## config.mk

```make
export PLATFORM = sky130hd
export DESIGN_NAME = nco_dither_core
export DESIGN_NICKNAME = d
export VERILOG_FILES = /design/src/rtl/nco_pkg.sv /design/src/rtl/nco_dither_pwm.sv /design/src/rtl/nco_tune_shadow.sv /design/src/rtl/nco_phase_accum.sv /design/src/rtl/nco_dither_core.sv
export SDC_FILE = /design/constraint.sdc
export NUM_CORES = 1
export LEC_CHECK = 0
export CORE_MARGIN = 3
export CORE_UTILIZATION = 60
export DETAILED_ROUTE_END_ITERATION = 7
export DONT_BUFFER_PORTS = 1
export PLACE_DENSITY = 0.76
export SLEW_MARGIN = 20
export SYNTH_ARGS = -nofsm -noshare
export SYNTH_HDL_FRONTEND = slang
export SYNTH_HIERARCHICAL = 1
export SYNTH_SLANG_ARGS = --single-unit
```

## constraint.sdc

```tcl
create_clock -name clk -period 12.9 [get_ports clk]
set_input_delay 3.87 -clock clk [delete_from_list [all_inputs] [get_ports clk]]
set_output_delay 3.87 -clock clk [all_outputs]
set_load 0.02 [all_outputs]
```

## src/rtl/nco_pkg.sv

```systemverilog
package nco_pkg;
  localparam int NCO_FTW_W  = 64;
  localparam int NCO_FRAC_W = 16;

  typedef enum logic {
    SH_EMPTY   = 1'b0,
    SH_WAITING = 1'b1
  } shadow_st_e;
endpackage

```

## src/rtl/nco_dither_pwm.sv

```systemverilog
module nco_dither_pwm #(
  parameter int FRAC_W = 16
) (
  input  logic              clk,
  input  logic              rst,
  input  logic [FRAC_W-1:0] duty,
  output logic              wrap,
  output logic              bump
);
  logic [FRAC_W-1:0] cnt;

  always_ff @(posedge clk) begin
    if (rst) cnt <= '0;
    else     cnt <= cnt + 1'b1;
  end

  // frame ends when the counter is all ones
  assign wrap = &cnt;
  // larger step for the first 'duty' cycles of each frame
  assign bump = (cnt < duty);
endmodule

```

## src/rtl/nco_tune_shadow.sv

```systemverilog
module nco_tune_shadow
  import nco_pkg::*;
#(
  parameter int FTW_W  = 64,
  parameter int FRAC_W = 16,
  localparam int HI_W  = FTW_W - FRAC_W
) (
  input  logic              clk,
  input  logic              rst,
  input  logic              in_valid,
  output logic              in_ready,
  input  logic [FTW_W-1:0]  in_word,
  input  logic              wrap,
  output logic [HI_W-1:0]   act_hi,
  output logic [FRAC_W-1:0] act_lo
);
  shadow_st_e       st;
  logic [FTW_W-1:0] held;
  logic             take;

  assign in_ready = (st == SH_EMPTY);
  assign take     = in_valid && in_ready;

  always_ff @(posedge clk) begin
    if (rst) begin
      st     <= SH_EMPTY;
      held   <= '0;
      act_hi <= '0;
      act_lo <= '0;
    end else begin
      if (take) begin
        held <= in_word;
        st   <= SH_WAITING;
      end else if (wrap && st == SH_WAITING) begin
        act_hi <= held[FTW_W-1:FRAC_W];
        act_lo <= held[FRAC_W-1:0];
        st     <= SH_EMPTY;
      end
    end
  end
endmodule

```

## src/rtl/nco_phase_accum.sv

```systemverilog
module nco_phase_accum #(
  parameter int ACC_W = 48
) (
  input  logic             clk,
  input  logic             rst,
  input  logic [ACC_W-1:0] step_base,
  input  logic             bump,
  input  logic             adj_en,
  input  logic [ACC_W-1:0] adj,
  output logic [ACC_W-1:0] phase
);
  logic [ACC_W-1:0] step;
  logic [ACC_W-1:0] offs;

  assign step = step_base + ACC_W'(bump);
  assign offs = adj_en ? adj : '0;

  always_ff @(posedge clk) begin
    if (rst) phase <= '0;
    else     phase <= phase + step + offs;
  end
endmodule

```

## src/rtl/nco_dither_core.sv

```systemverilog
module nco_dither_core
  import nco_pkg::*;
#(
  parameter int FTW_W  = NCO_FTW_W,
  parameter int FRAC_W = NCO_FRAC_W,
  localparam int ACC_W = FTW_W - FRAC_W
) (
  input  logic             clk,
  input  logic             rst,
  input  logic             ftw_valid,
  output logic             ftw_ready,
  input  logic [FTW_W-1:0] ftw_data,
  input  logic             phase_adj_en,
  input  logic [ACC_W-1:0] phase_adj,
  output logic [ACC_W-1:0] phase_o,
  output logic             square_o
);
  logic [ACC_W-1:0]  act_hi;
  logic [FRAC_W-1:0] act_lo;
  logic              wrap;
  logic              bump;

  nco_tune_shadow #(.FTW_W(FTW_W), .FRAC_W(FRAC_W)) u_shadow (
    .clk      (clk),
    .rst      (rst),
    .in_valid (ftw_valid),
    .in_ready (ftw_ready),
    .in_word  (ftw_data),
    .wrap     (wrap),
    .act_hi   (act_hi),
    .act_lo   (act_lo)
  );

  nco_dither_pwm #(.FRAC_W(FRAC_W)) u_pwm (
    .clk  (clk),
    .rst  (rst),
    .duty (act_lo),
    .wrap (wrap),
    .bump (bump)
  );

  nco_phase_accum #(.ACC_W(ACC_W)) u_acc (
    .clk       (clk),
    .rst       (rst),
    .step_base (act_hi),
    .bump      (bump),
    .adj_en    (phase_adj_en),
    .adj       (phase_adj),
    .phase     (phase_o)
  );

  assign square_o = phase_o[ACC_W-1];
endmodule

```

==> results.py, run 1 <==
metrics = {
    "worst_setup_path": {
        "reg2reg_to": "u_acc/phase[40]",
        "arrival_ns": 7.21,
        "critPathCaptureType": "register",
        "r2r_slack_ns": 7.86,
        "cp.required_ns": 13.22,
        "reg2reg_depth": 20,
        "criticalPathCategory": "input port to register",
        "r2r_start": "u_shadow/act_lo[13]",
        "critPathLaunchType": "input port",
        "critPathMaxFanout": 48,
    },
    "power_and_ir_drop": {
        "irDropWorstVdd_mv": 0.0932,
        "powerDensity_nw_per_um2": 130,
        "p_leak_nw": 4.71,
    },
    "floorplanning": {
        "io_pins": 166,
        "die_h_um": 146,
        "start_util_pct": 61.9,
        "coreArea_um2": 19000,
        "dieArea_um2": 21300,
        "die-width_um": 146,
        "rows": 50,
    },
    "timing": {
        "whs_ns": 0.471,
        "rsz0062_at_grt": "no",
        "relSlewSlack_pct": 26.4,
        "min_period_ns": 6.89,
        "finalHoldViolations": 0,
        "max_freq_ghz": 0.145,
        "clock_skew_ns": 0.0197,
        "worst_slew_pin_slew_ns": 1.10,
        "fin_crit_sh_pct": 53.4,
        "worst_slack_ns": 6.01,
        "slew_viol_final": 0,
        "setup_viol": 0,
        "fin_tns_setup_ns": 0,
    },
    "worst_hold_path": {
        "hp-class": "register to register",
        "min_path_cells": 2,
        "hp-start": "u_shadow/act_lo[5]",
        "hold_path_end": "u_shadow/act_lo[5]",
    },
    "place": {
        "gp_congestion": 0.914,
        "io_buffers": 0,
        "preCtsSetupSlack_ns": 5.60,
        "hpwl_um": 18600,
    },
    "synth": {
        "ys_ff_latch": 193,
        "synth_nets": 1476,
        "async_flop_share_pct": 0,
        "syn-cell-area_um2": 11700,
        "synth_cell_type_count": 78,
        "synthCells": 1249,
        "yosysSeqAreaShare_pct": 32.9,
        "yosys_warnings": 6,
        "syn_area_per_cell_um2": 9.40,
        "synth_ff_type": "dfxtp_1",
        "synth_edf_count": 0,
    },
    "drt": {
        "ant_nets": 0,
        "num_vias": 8620,
        "viasPerCell": 5.88,
        "drt_pass1_iterations": 5,
        "drc": 0,
        "drt_iter0_markers": 455,
        "wl_per_cell_um": 18.2,
        "routed_wl_um": 26600,
    },
    "cells_and_area": {
        "area_delta_synth_final_pct": 4.46,
        "antennaDiodeCount": 0,
        "nNetsFinal": 1420,
        "drive_gt1_share_pct": 4.81,
    },
    "cts": {
        "htreeDepth": 4,
        "cts_tree": "yes",
        "postCtsSetupRepairBufs": 0,
        "cts_resized": 0,
        "cts_sinks": 193,
        "worstSkewPairLatency_ns": 0.44,
        "clockBufferDepth": 2,
        "clk_pin_slew_ns": 0.07,
        "cts_made_buffers": 17,
        "hold_buffers": 0,
        "ctsRootBufferMaster": "clkbuf_16",
    },
    "flow_run": {
        "maxCapViolations": 0,
    },
    "global_route": {
        "grt_max_degree": 272,
        "grt_first_pass_wirelength_um": 44100,
        "grt_usage_pct": 25.0,
        "grt_pass1_vias": 8768,
        "grt_antenna_before_repair": 0,
        "grt_overflow": 0,
    },
    "run_status": {
        "status": "completed",
    },
}
## power breakdown
group          total [mW]  switching [mW]  internal (mW)
sequential          0.733          0.0887          0.644
combinational       0.358           0.206          0.152
clock               0.498           0.246          0.252
## cells by family after synthesis
| family | after synthesis | synth area share [%] |
|---|---|---|
| buffers and inverters | 116 | 4.39 |
| and+or+nand+nor | 463 | 25.0 |
| xor gates and xnor gates | 46 | 3.43 |
| muxes | 68 | 5.84 |
| AOI/OAI and AO/OA | 252 | 13.6 |
| adders and majority gates | 111 | 14.9 |
| DFF | 193 | 32.9 |
## sequential cells by signal, indices dropped and copies added (netlist names)
name and cells:
u_shadow/held 64, u_acc/phase 48, u_shadow/act_hi 48, u_pwm/cnt 16, u_shadow/act_lo 16, u_shadow/st 1
## routing by layer
layer,wire length (µm),track usage (%)
met1,12300,33.3
met5,0,0
met4,394,6.22
met3,1350,5.67
met2,12600,41.6
## final cells by class
| cell class | count | area, µm² |
|---|---|---|
| clock inverters | 12 | 108 |
| well taps | 260 | 325 |
| fillers | 1597 | 6690 |
| clock buffers | 19 | 433 |
| multi-input cells | 940 | 7370 |
| inverters | 39 | 146 |
| repair buffers | 2 | 15.0 |
| flip-flops and latches | 193 | 3860 |
## cells in the mapped netlist (11+ instances only)
library cell,count,share of area (%)
fa_1,48,8.2
nand2b_1,133,7.1
and2_1,48,2.6
xor2_1,22,1.6
nor3_1,17,0.72
dfxtp_1,193,33
clkbuf_1,52,1.7
o21bai_1,11,0.70
nor2b_1,11,0.59
ha_1,63,6.7
nand4bb_1,62,5.9
a21o_1,24,1.5
a21oi_1,66,2.8
o21ai_1,52,2.2
xnor2_1,24,1.8
nand2_1,43,1.4
o21ai_0,41,1.7
nor2_1,76,2.4
mux2i_1,64,5.5
nand3_1,17,0.72
nand4_1,18,0.96
inv_1,39,1.2
## stage by stage
step	std cells	power, mW	area, µm²	utilization (%)
global placement	1434	1.09	11700	61.8
detailed placement	1434	1.10	11700	61.8
global route	1465	1.67	12300	64.7
finish	1465	1.59	12300	64.7
CTS	1465	1.60	12300	64.7
floorplan	1249	1.03	11700	-
## cell usage in the layout, fill, tap and decap left out, types with 10 or more instances in the layout
cell type    n
nand4_1     18
o21bai_1    11
xnor2_1     24
and2_1      47
o21ai_1     52
nand2_1     43
nand4bb_1   62
mux2i_1     64
nor2_1      76
nand3_1     17
a21o_1      24
o21ai_0     41
xor2_1      22
nor2b_1     10
dfxtp_1    192
inv_1       39
nand2b_1   133
fa_1        48
clkbuf_16   17
ha_1        63
a21oi_1     66
nor3_1      17
## how the worst max path moves through the flow
stage | startpoint | endpoint | slack, ns | cells after the start
final | phase_adj_en | u_acc/phase[40] | 6.01 | 14
after global routing | phase_adj_en | u_acc/phase[40] | 5.72 | 14
after CTS | phase_adj_en | u_acc/phase[40] | 6.06 | 14
after detailed placement | phase_adj_en | u_acc/phase[40] | 5.60 | 14
after global placement | phase_adj_en | u_acc/phase[40] | 5.67 | 14
after floorplan | phase_adj_en | u_acc/phase[47] | 5.68 | 14
## worst max-delay path, cell delays in order
cell	delay [ns]
nand2_1	0.06
fa_1	0.48
inv_1	0.04
ha_1	0.20
fa_1	0.42
a21oi_1	0.22
o211ai_1	0.14
nand2_1	0.20
o221ai_4	0.16
a41oi_2	0.33
o31a_1	0.31
a21oi_1	0.14
a211oi_1	0.28
mux2_2	0.36
(Power assumes the default switching activity.)
==> run 2, diff against run 1 <==
--- a/config.mk
+++ b/config.mk
@@ -6,7 +6,7 @@
 export NUM_CORES = 1
 export LEC_CHECK = 0
 export CORE_MARGIN = 3
-export CORE_UTILIZATION = 60
+export CORE_UTILIZATION = 58
 export DETAILED_ROUTE_END_ITERATION = 7
 export DONT_BUFFER_PORTS = 1
 export PLACE_DENSITY = 0.76
==> constraint.sdc (replaced) <==
create_clock -name clk -period 6.3 [get_ports clk]
set_input_delay 1.89 -clock clk [delete_from_list [all_inputs] [get_ports clk]]
set_output_delay 1.89 -clock clk [all_outputs]
set_load 0.02 [all_outputs]
==> run 2 against run 1 <==
Register-to-register slack got worse by 6.7 ns. Worst hold slack gained 0.0033 ns. Combinational power grew 100%. Non-clock buffer count did not move. Clock power increased by 120%. Cell area rose by 0.38%.
==> results.py, run 2 (same netlist as run 1, synthesis figures left out) <==
metrics = {
    "floorplanning": {
        "die-width_um": 148,
        "coreArea_um2": 19700,
        "dieArea_um2": 22000,
        "io_pins": 166,
        "die_h_um": 148,
        "rows": 51,
        "start_util_pct": 59.7,
    },
    "cts": {
        "ctsRootBufferMaster": "clkbuf_16",
        "cts_tree": "yes",
        "hold_buffers": 0,
        "postCtsSetupRepairBufs": 0,
        "worstSkewPairLatency_ns": 0.43,
        "clk_pin_slew_ns": 0.07,
        "cts_made_buffers": 17,
        "cts_resized": 0,
        "htreeDepth": 4,
        "clockBufferDepth": 2,
        "cts_sinks": 193,
    },
    "place": {
        "hpwl_um": 18400,
        "io_buffers": 0,
        "gp_congestion": 0.945,
        "preCtsSetupSlack_ns": 0.983,
    },
    "cells_and_area": {
        "drive_gt1_share_pct": 4.90,
        "area_delta_synth_final_pct": 4.85,
        "largest_reg_flops": 64,
        "antennaDiodeCount": 0,
        "mostFrequentLayoutCell": "dfxtp_1",
        "ff_latch_area_um2": 3860,
        "top_regs": "u_shadow/held: 64 flops, u_acc/phase: 48 flops, u_shadow/act_hi: 48 flops",
        "final.fill_count": 1668,
        "largest-register": "u_shadow/held",
        "multiInputGateArea_um2": 7370,
        "final_cell_mix": "dfxtp_1 (192), nand2b_1 (133), nor2_1 (76)",
        "nNetsFinal": 1420,
    },
    "power_and_ir_drop": {
        "p_leak_nw": 4.73,
        "irDropWorstVdd_mv": 0.185,
        "power.total_mw": 3.31,
        "powerDensity_nw_per_um2": 269,
    },
    "timing": {
        "fin_crit_sh_pct": 81.9,
        "rsz0062_at_grt": "no",
        "finalHoldViolations": 0,
        "setup_viol": 0,
        "worst_slew_pin_slew_ns": 1.11,
        "min_period_ns": 5.16,
        "relSlewSlack_pct": 26.1,
        "worst_slack_ns": 1.14,
        "slew_viol_final": 0,
        "clock_skew_ns": 0.0122,
        "max_freq_ghz": 0.194,
        "fin_tns_setup_ns": 0,
    },
    "drt": {
        "drt_pass1_iterations": 5,
        "drc": 0,
        "routed_wl_um": 26500,
        "drt_iter0_markers": 528,
        "viasPerCell": 5.96,
        "num_vias": 8755,
        "ant_nets": 0,
        "wl_per_cell_um": 18.0,
    },
    "worst_setup_path": {
        "reg2reg_depth": 18,
        "crit_path_start": "u_pwm/cnt[1]",
        "cp.required_ns": 6.62,
        "r2r_start": "u_pwm/cnt[1]",
        "arrival_ns": 5.48,
        "criticalPathCategory": "register to register",
        "critPathCaptureType": "register",
        "critPathMaxFanout": 6,
        "critPathLaunchType": "register",
    },
    "global_route": {
        "grt_max_degree": 272,
        "grt_overflow": 0,
        "grt_antenna_before_repair": 0,
        "grt_first_pass_wirelength_um": 43000,
        "grt_usage_pct": 23.8,
        "grt_pass1_vias": 8519,
    },
    "worst_hold_path": {
        "hp-start": "u_shadow/act_lo[9]",
        "min_path_cells": 2,
        "hp-class": "register to register",
    },
    "flow_run": {
        "maxCapViolations": 0,
    },
    "run_status": {
        "status": "completed",
    },
}
[run 2: cell types whose count changed in the layout (fill, tap and decap cells not counted), sizes merged]
cell	before	now
clkinv	6	3
bufinv	0	2
inv	43	45
clkbuf	19	18
[run 2: stage by stage]
step           utilization [%]  instances  cell area (µm²)  hold WS, ns
6_report                  62.6       1470            12300        0.475
2_1_floorplan                -       1249            11700        0.449
3_5_place_dp              59.7       1439            11700        0.465
3_3_place_gp              59.7       1439            11700        0.459
5_1_grt                   62.6       1470            12300        0.495
4_1_cts                   62.6       1470            12300        0.477
[run 2: worst paths after layout]
kind / slack [ns] / endpoint
hold reg to reg: 0.47 / u_shadow/act_lo[9]
hold / removal: 0.47 / u_shadow/act_lo[9]
setup reg to reg: 1.14 / u_acc/phase[40]
setup / recovery: 1.14 / u_acc/phase[40]
[run 2: where the power goes]
| part | total (mW) | switching [mW] | internal (mW) |
|---|---|---|---|
| registers | 1.50 | 0.183 | 1.32 |
| clock network | 1.09 | 0.494 | 0.593 |
| logic | 0.725 | 0.414 | 0.311 |
| total | 3.31 | 1.09 | 2.22 |
[run 2: final cells by class]
cell class	instances	share of cell area, %
clock buffer	18	3.49
clock inverter	13	1.23
inverter	39	1.19
multi-input combinational	940	59.9
sequential	193	31.4
tap	265	2.69
timing repair buffer	2	0.122
[run 2: layer usage]
layer / wire length [µm] / part of all wire, % / GRT usage [%] / vias up
li1: - / - / - / 4276
met1: 12000 / 45 / 32.4 / 4240
met2: 12600 / 47 / 39.0 / 210
met3: 1460 / 5.5 / 5.21 / 29
met4: 420 / 1.6 / 5.82 / 0
met5: 0 / 0 / 0 / -
[run 2: worst max-delay path: stages, from the launching register on]
cell and delay, ns:
dfxtp_1 0.44, ha_1 0.27, a2111oi_0 0.44, o311ai_0 0.22, a21oi_1 0.24, inv_1 0.09, fa_1 0.53, inv_1 0.04
ha_1 0.21, fa_1 0.42, a21oi_1 0.23, o211ai_1 0.13, nand2_1 0.22, o221ai_4 0.16, a41oi_2 0.32, o31a_1 0.30
a21oi_1 0.14, a211oi_1 0.28, mux2_2 0.36
==> run 3, diff against run 2 <==
--- a/config.mk
+++ b/config.mk
@@ -5,11 +5,12 @@
 export SDC_FILE = /design/constraint.sdc
 export NUM_CORES = 1
 export LEC_CHECK = 0
+export ABC_AREA = 1
 export CORE_MARGIN = 3
-export CORE_UTILIZATION = 58
+export CORE_UTILIZATION = 59
 export DETAILED_ROUTE_END_ITERATION = 7
 export DONT_BUFFER_PORTS = 1
-export PLACE_DENSITY = 0.76
+export PLACE_DENSITY = 0.78
 export SLEW_MARGIN = 20
 export SYNTH_ARGS = -nofsm -noshare
 export SYNTH_HDL_FRONTEND = slang
==> constraint.sdc (replaced) <==
create_clock -name clk -period 4.7 [get_ports clk]
set_input_delay 1.41 -clock clk [delete_from_list [all_inputs] [get_ports clk]]
set_output_delay 1.41 -clock clk [all_outputs]
set_load 0.02 [all_outputs]
==> run 3 against run 2 <==
Sequential cell count unchanged. Global-route usage up 4.1 points. Highest routed layer unchanged. First-iteration DRC count up 56%. Utilization up 0.60 points. Worst hold slack better by 0.0052 ns. Critical path type unchanged. Sequential power up 32%. Cell area up 8.7%. Combinational power up 31%. Synthesized cell count up 58%. Fmax up 33%. Power up 34%. Largest power group unchanged.
==> results.py, run 3 <==
metrics = {
    "synth": {
        "yosys_warnings": 6,
        "ys_top_cells_by_count": "nand2_1 (517), nor2_1 (373), inv_1 (343)",
        "syn_area_per_cell_um2": 6.45,
        "synth_cell_type_count": 33,
        "ys_top_cells_by_area": "dfxtp_1 (30%), nand2_1 (15%), nor2_1 (11%)",
        "synth.most_common_cell": "nand2_1",
        "synth_ff_type": "dfxtp_1",
        "synth_nets": 2205,
        "async_flop_share_pct": 0,
        "synth_top_cell_by_area": "dfxtp_1",
        "yosysSeqAreaShare_pct": 30.3,
        "synth_edf_count": 0,
        "synth_top_cell_area_share_pct": 30.3,
        "syn-cell-area_um2": 12800,
        "synthCells": 1978,
        "ys_ff_latch": 193,
    },
    "worst_setup_path": {
        "cp.required_ns": 5.02,
        "crit_path_top_delay_cell": "fa_1",
        "critPathLaunchType": "register",
        "crit_chain": "inv_1 > ha_1 > a21oi_1 > nor2_1 > nor2_1 > nand3_1 > a21oi_1 > inv_1 > fa_1 > inv_1 > ha_1 > fa_1 > nand3_1 > nand3_2 > nand2_1 > nand2_1 > nand2_1 > nand3b_1 > nand2_1 > nand3_1 > nand2_1 > nor2_1",
        "criticalPathCategory": "register to register",
        "cp.buffers_inverters": 3,
        "r2r_slack_ns": 0.82,
        "arrival_ns": 4.20,
        "critPathMaxFanout": 5,
        "cp_common_cell": "nand2_1",
        "critPathCaptureType": "register",
        "cp_top_family": "adder cells",
        "cpPeakStageDelay_ns": 0.55,
    },
    "drt": {
        "drt_iter0_markers": 824,
        "wl_per_cell_um": 14.9,
        "drc": 0,
        "ant_nets": 0,
        "viasPerCell": 5.15,
        "routed_wl_um": 33200,
        "num_vias": 11500,
        "drt_pass1_iterations": 5,
    },
    "floorplanning": {
        "rows": 53,
        "start_util_pct": 60.4,
        "dieArea_um2": 23400,
        "die_h_um": 153,
        "coreArea_um2": 21200,
        "die-width_um": 153,
        "io_pins": 166,
    },
    "timing": {
        "max_freq_ghz": 0.258,
        "fin_tns_setup_ns": 0,
        "slew_viol_final": 0,
        "rsz0062_at_grt": "no",
        "worst_slew_pin_slew_ns": 0.863,
        "clock_skew_ns": 0.0168,
        "min_period_ns": 3.88,
        "relSlewSlack_pct": 42.3,
        "fin_crit_sh_pct": 82.5,
        "finalHoldViolations": 0,
        "setup_viol": 0,
    },
    "power_and_ir_drop": {
        "p_switching_mw": 1.58,
        "internal_power_mw": 2.86,
        "swShare_pct": 35.5,
        "p_leak_nw": 7.20,
        "p_comb_share_pct": 21.4,
        "powerDensity_nw_per_um2": 332,
        "p_clk_share_pct": 34.0,
        "power_frac_seq_pct": 44.6,
        "irDropWorstVdd_mv": 0.228,
    },
    "cells_and_area": {
        "area_delta_synth_final_pct": 4.75,
        "top_regs": "u_shadow/held: 64 flops, u_acc/phase: 48 flops, u_shadow/act_hi: 48 flops",
        "final_cell_mix": "nand2_1 (517), nor2_1 (373), inv_1 (341)",
        "final.fill_count": 2046,
        "largest_reg_flops": 64,
        "largest-register": "u_shadow/held",
        "ff_latch_area_um2": 3860,
        "nNetsFinal": 2173,
        "antennaDiodeCount": 0,
        "fin_cells": 2234,
        "mostFrequentLayoutCell": "nand2_1",
        "drive_gt1_share_pct": 6.02,
        "multiInputGateArea_um2": 7170,
    },
    "cts": {
        "cts_made_buffers": 17,
        "cts_resized": 0,
        "clockBufferDepth": 2,
        "clk_pin_slew_ns": 0.08,
        "worstSkewPairLatency_ns": 0.44,
        "htreeDepth": 4,
        "hold_buffers": 0,
        "ctsRootBufferMaster": "clkbuf_16",
        "cts_tree": "yes",
        "postCtsSetupRepairBufs": 0,
        "cts_sinks": 193,
    },
    "global_route": {
        "grt_max_degree": 67,
        "grt_pass1_vias": 10700,
        "grt_antenna_before_repair": 0,
        "grt_usage_pct": 27.9,
        "grt_overflow": 0,
        "grt_first_pass_wirelength_um": 53000,
    },
    "place": {
        "place_inst": 2202,
        "io_buffers": 0,
        "gp_congestion": 0.969,
        "hpwl_um": 26200,
    },
    "flow_run": {
        "maxCapViolations": 0,
    },
    "run_status": {
        "status": "completed",
    },
    "worst_hold_path": {
        "hp-class": "register to register",
    },
}
[run 3: cell count changes after synthesis, moves of 18 or more]
cell	previous run	this run
a21o_1	24	0
nand4bb_1	62	0
inv_1	39	343
nand2_1	43	517
and2_1	48	4
mux2i_1	64	0
nand3_1	17	100
xnor2_1	24	2
xor2_1	22	2
nand2b_1	133	0
nand2_2	1	19
nor2_2	0	32
clkbuf_1	52	13
nor2_1	76	373
[run 3: power groups by stage]
| stage | combinational (mW) | clock, mW | sequential, mW |
|---|---|---|---|
| finish | 0.947 | 1.51 | 1.98 |
| global placement | 0.905 | 0 | 2.02 |
| CTS | 0.936 | 1.53 | 1.98 |
| detailed placement | 0.924 | 0 | 2.02 |
| floorplan | 0.741 | 0 | 1.97 |
| global route | 1.08 | 1.60 | 2.00 |
[run 3: kinds of logic after synthesis]
kind of cell / after synthesis / share of synthesized area, %
buffers and inverters: 412 / 13.6
AND/OR/NAND/NOR: 1081 / 35.1
AO/OA/AOI/OAI: 177 / 7.10
flip-flops: 193 / 30.3
XOR/XNOR: 4 / 0.274
adder cells (fa/ha/maj): 111 / 13.7
[run 3: path summary, 6_finish.rpt]
check                           start                 to  cells past startpoint
setup reg to reg  u_shadow/act_lo[13]    u_acc/phase[38]                     22
hold / removal      u_shadow/held[20]  u_shadow/held[20]                      2
setup / recovery  u_shadow/act_lo[13]    u_acc/phase[38]                     22
hold reg to reg     u_shadow/held[20]  u_shadow/held[20]                      2
[run 3: per-layer routing]
layer / wire [µm] / vias to the layer above / GRT usage [%]
li1: - / 5906 / -
met1: 14900 / 5178 / 37.4
met2: 15500 / 361 / 46.5
met3: 1980 / 63 / 4.67
met4: 921 / 0 / 8.40
met5: 0 / - / 0
[run 3: worst min-delay path, cell delays in order, from the launching register on]
cell and delay [ns]:
dfxtp_1 0.33, nor2_1 0.04, nor2_1 0.08
[run 3: layout make-up]
type	count	area share, %
Clock buffer	18	3.21
Tap cell	275	2.57
Timing Repair Buffer	8	0.449
Inverter	353	9.92
Sequential cell	193	28.9
Multi-Input combinational cell	1373	53.6
Clock inverter	14	1.38
[run 3: metrics by stage]
step                hold slack [ns]  instance area [µm²]  total power [mW]  worst slack, ns  util, %
finish                        0.480                13400              4.44            0.824     63.2
global route                  0.500                13400              4.68            0.564     63.2
global placement              0.456                12800              2.92            0.914     60.3
CTS                           0.483                13400              4.45            0.911     63.2
detailed placement            0.466                12800              2.95            0.906     60.3
floorplan                     0.440                12800              2.71            0.644        -
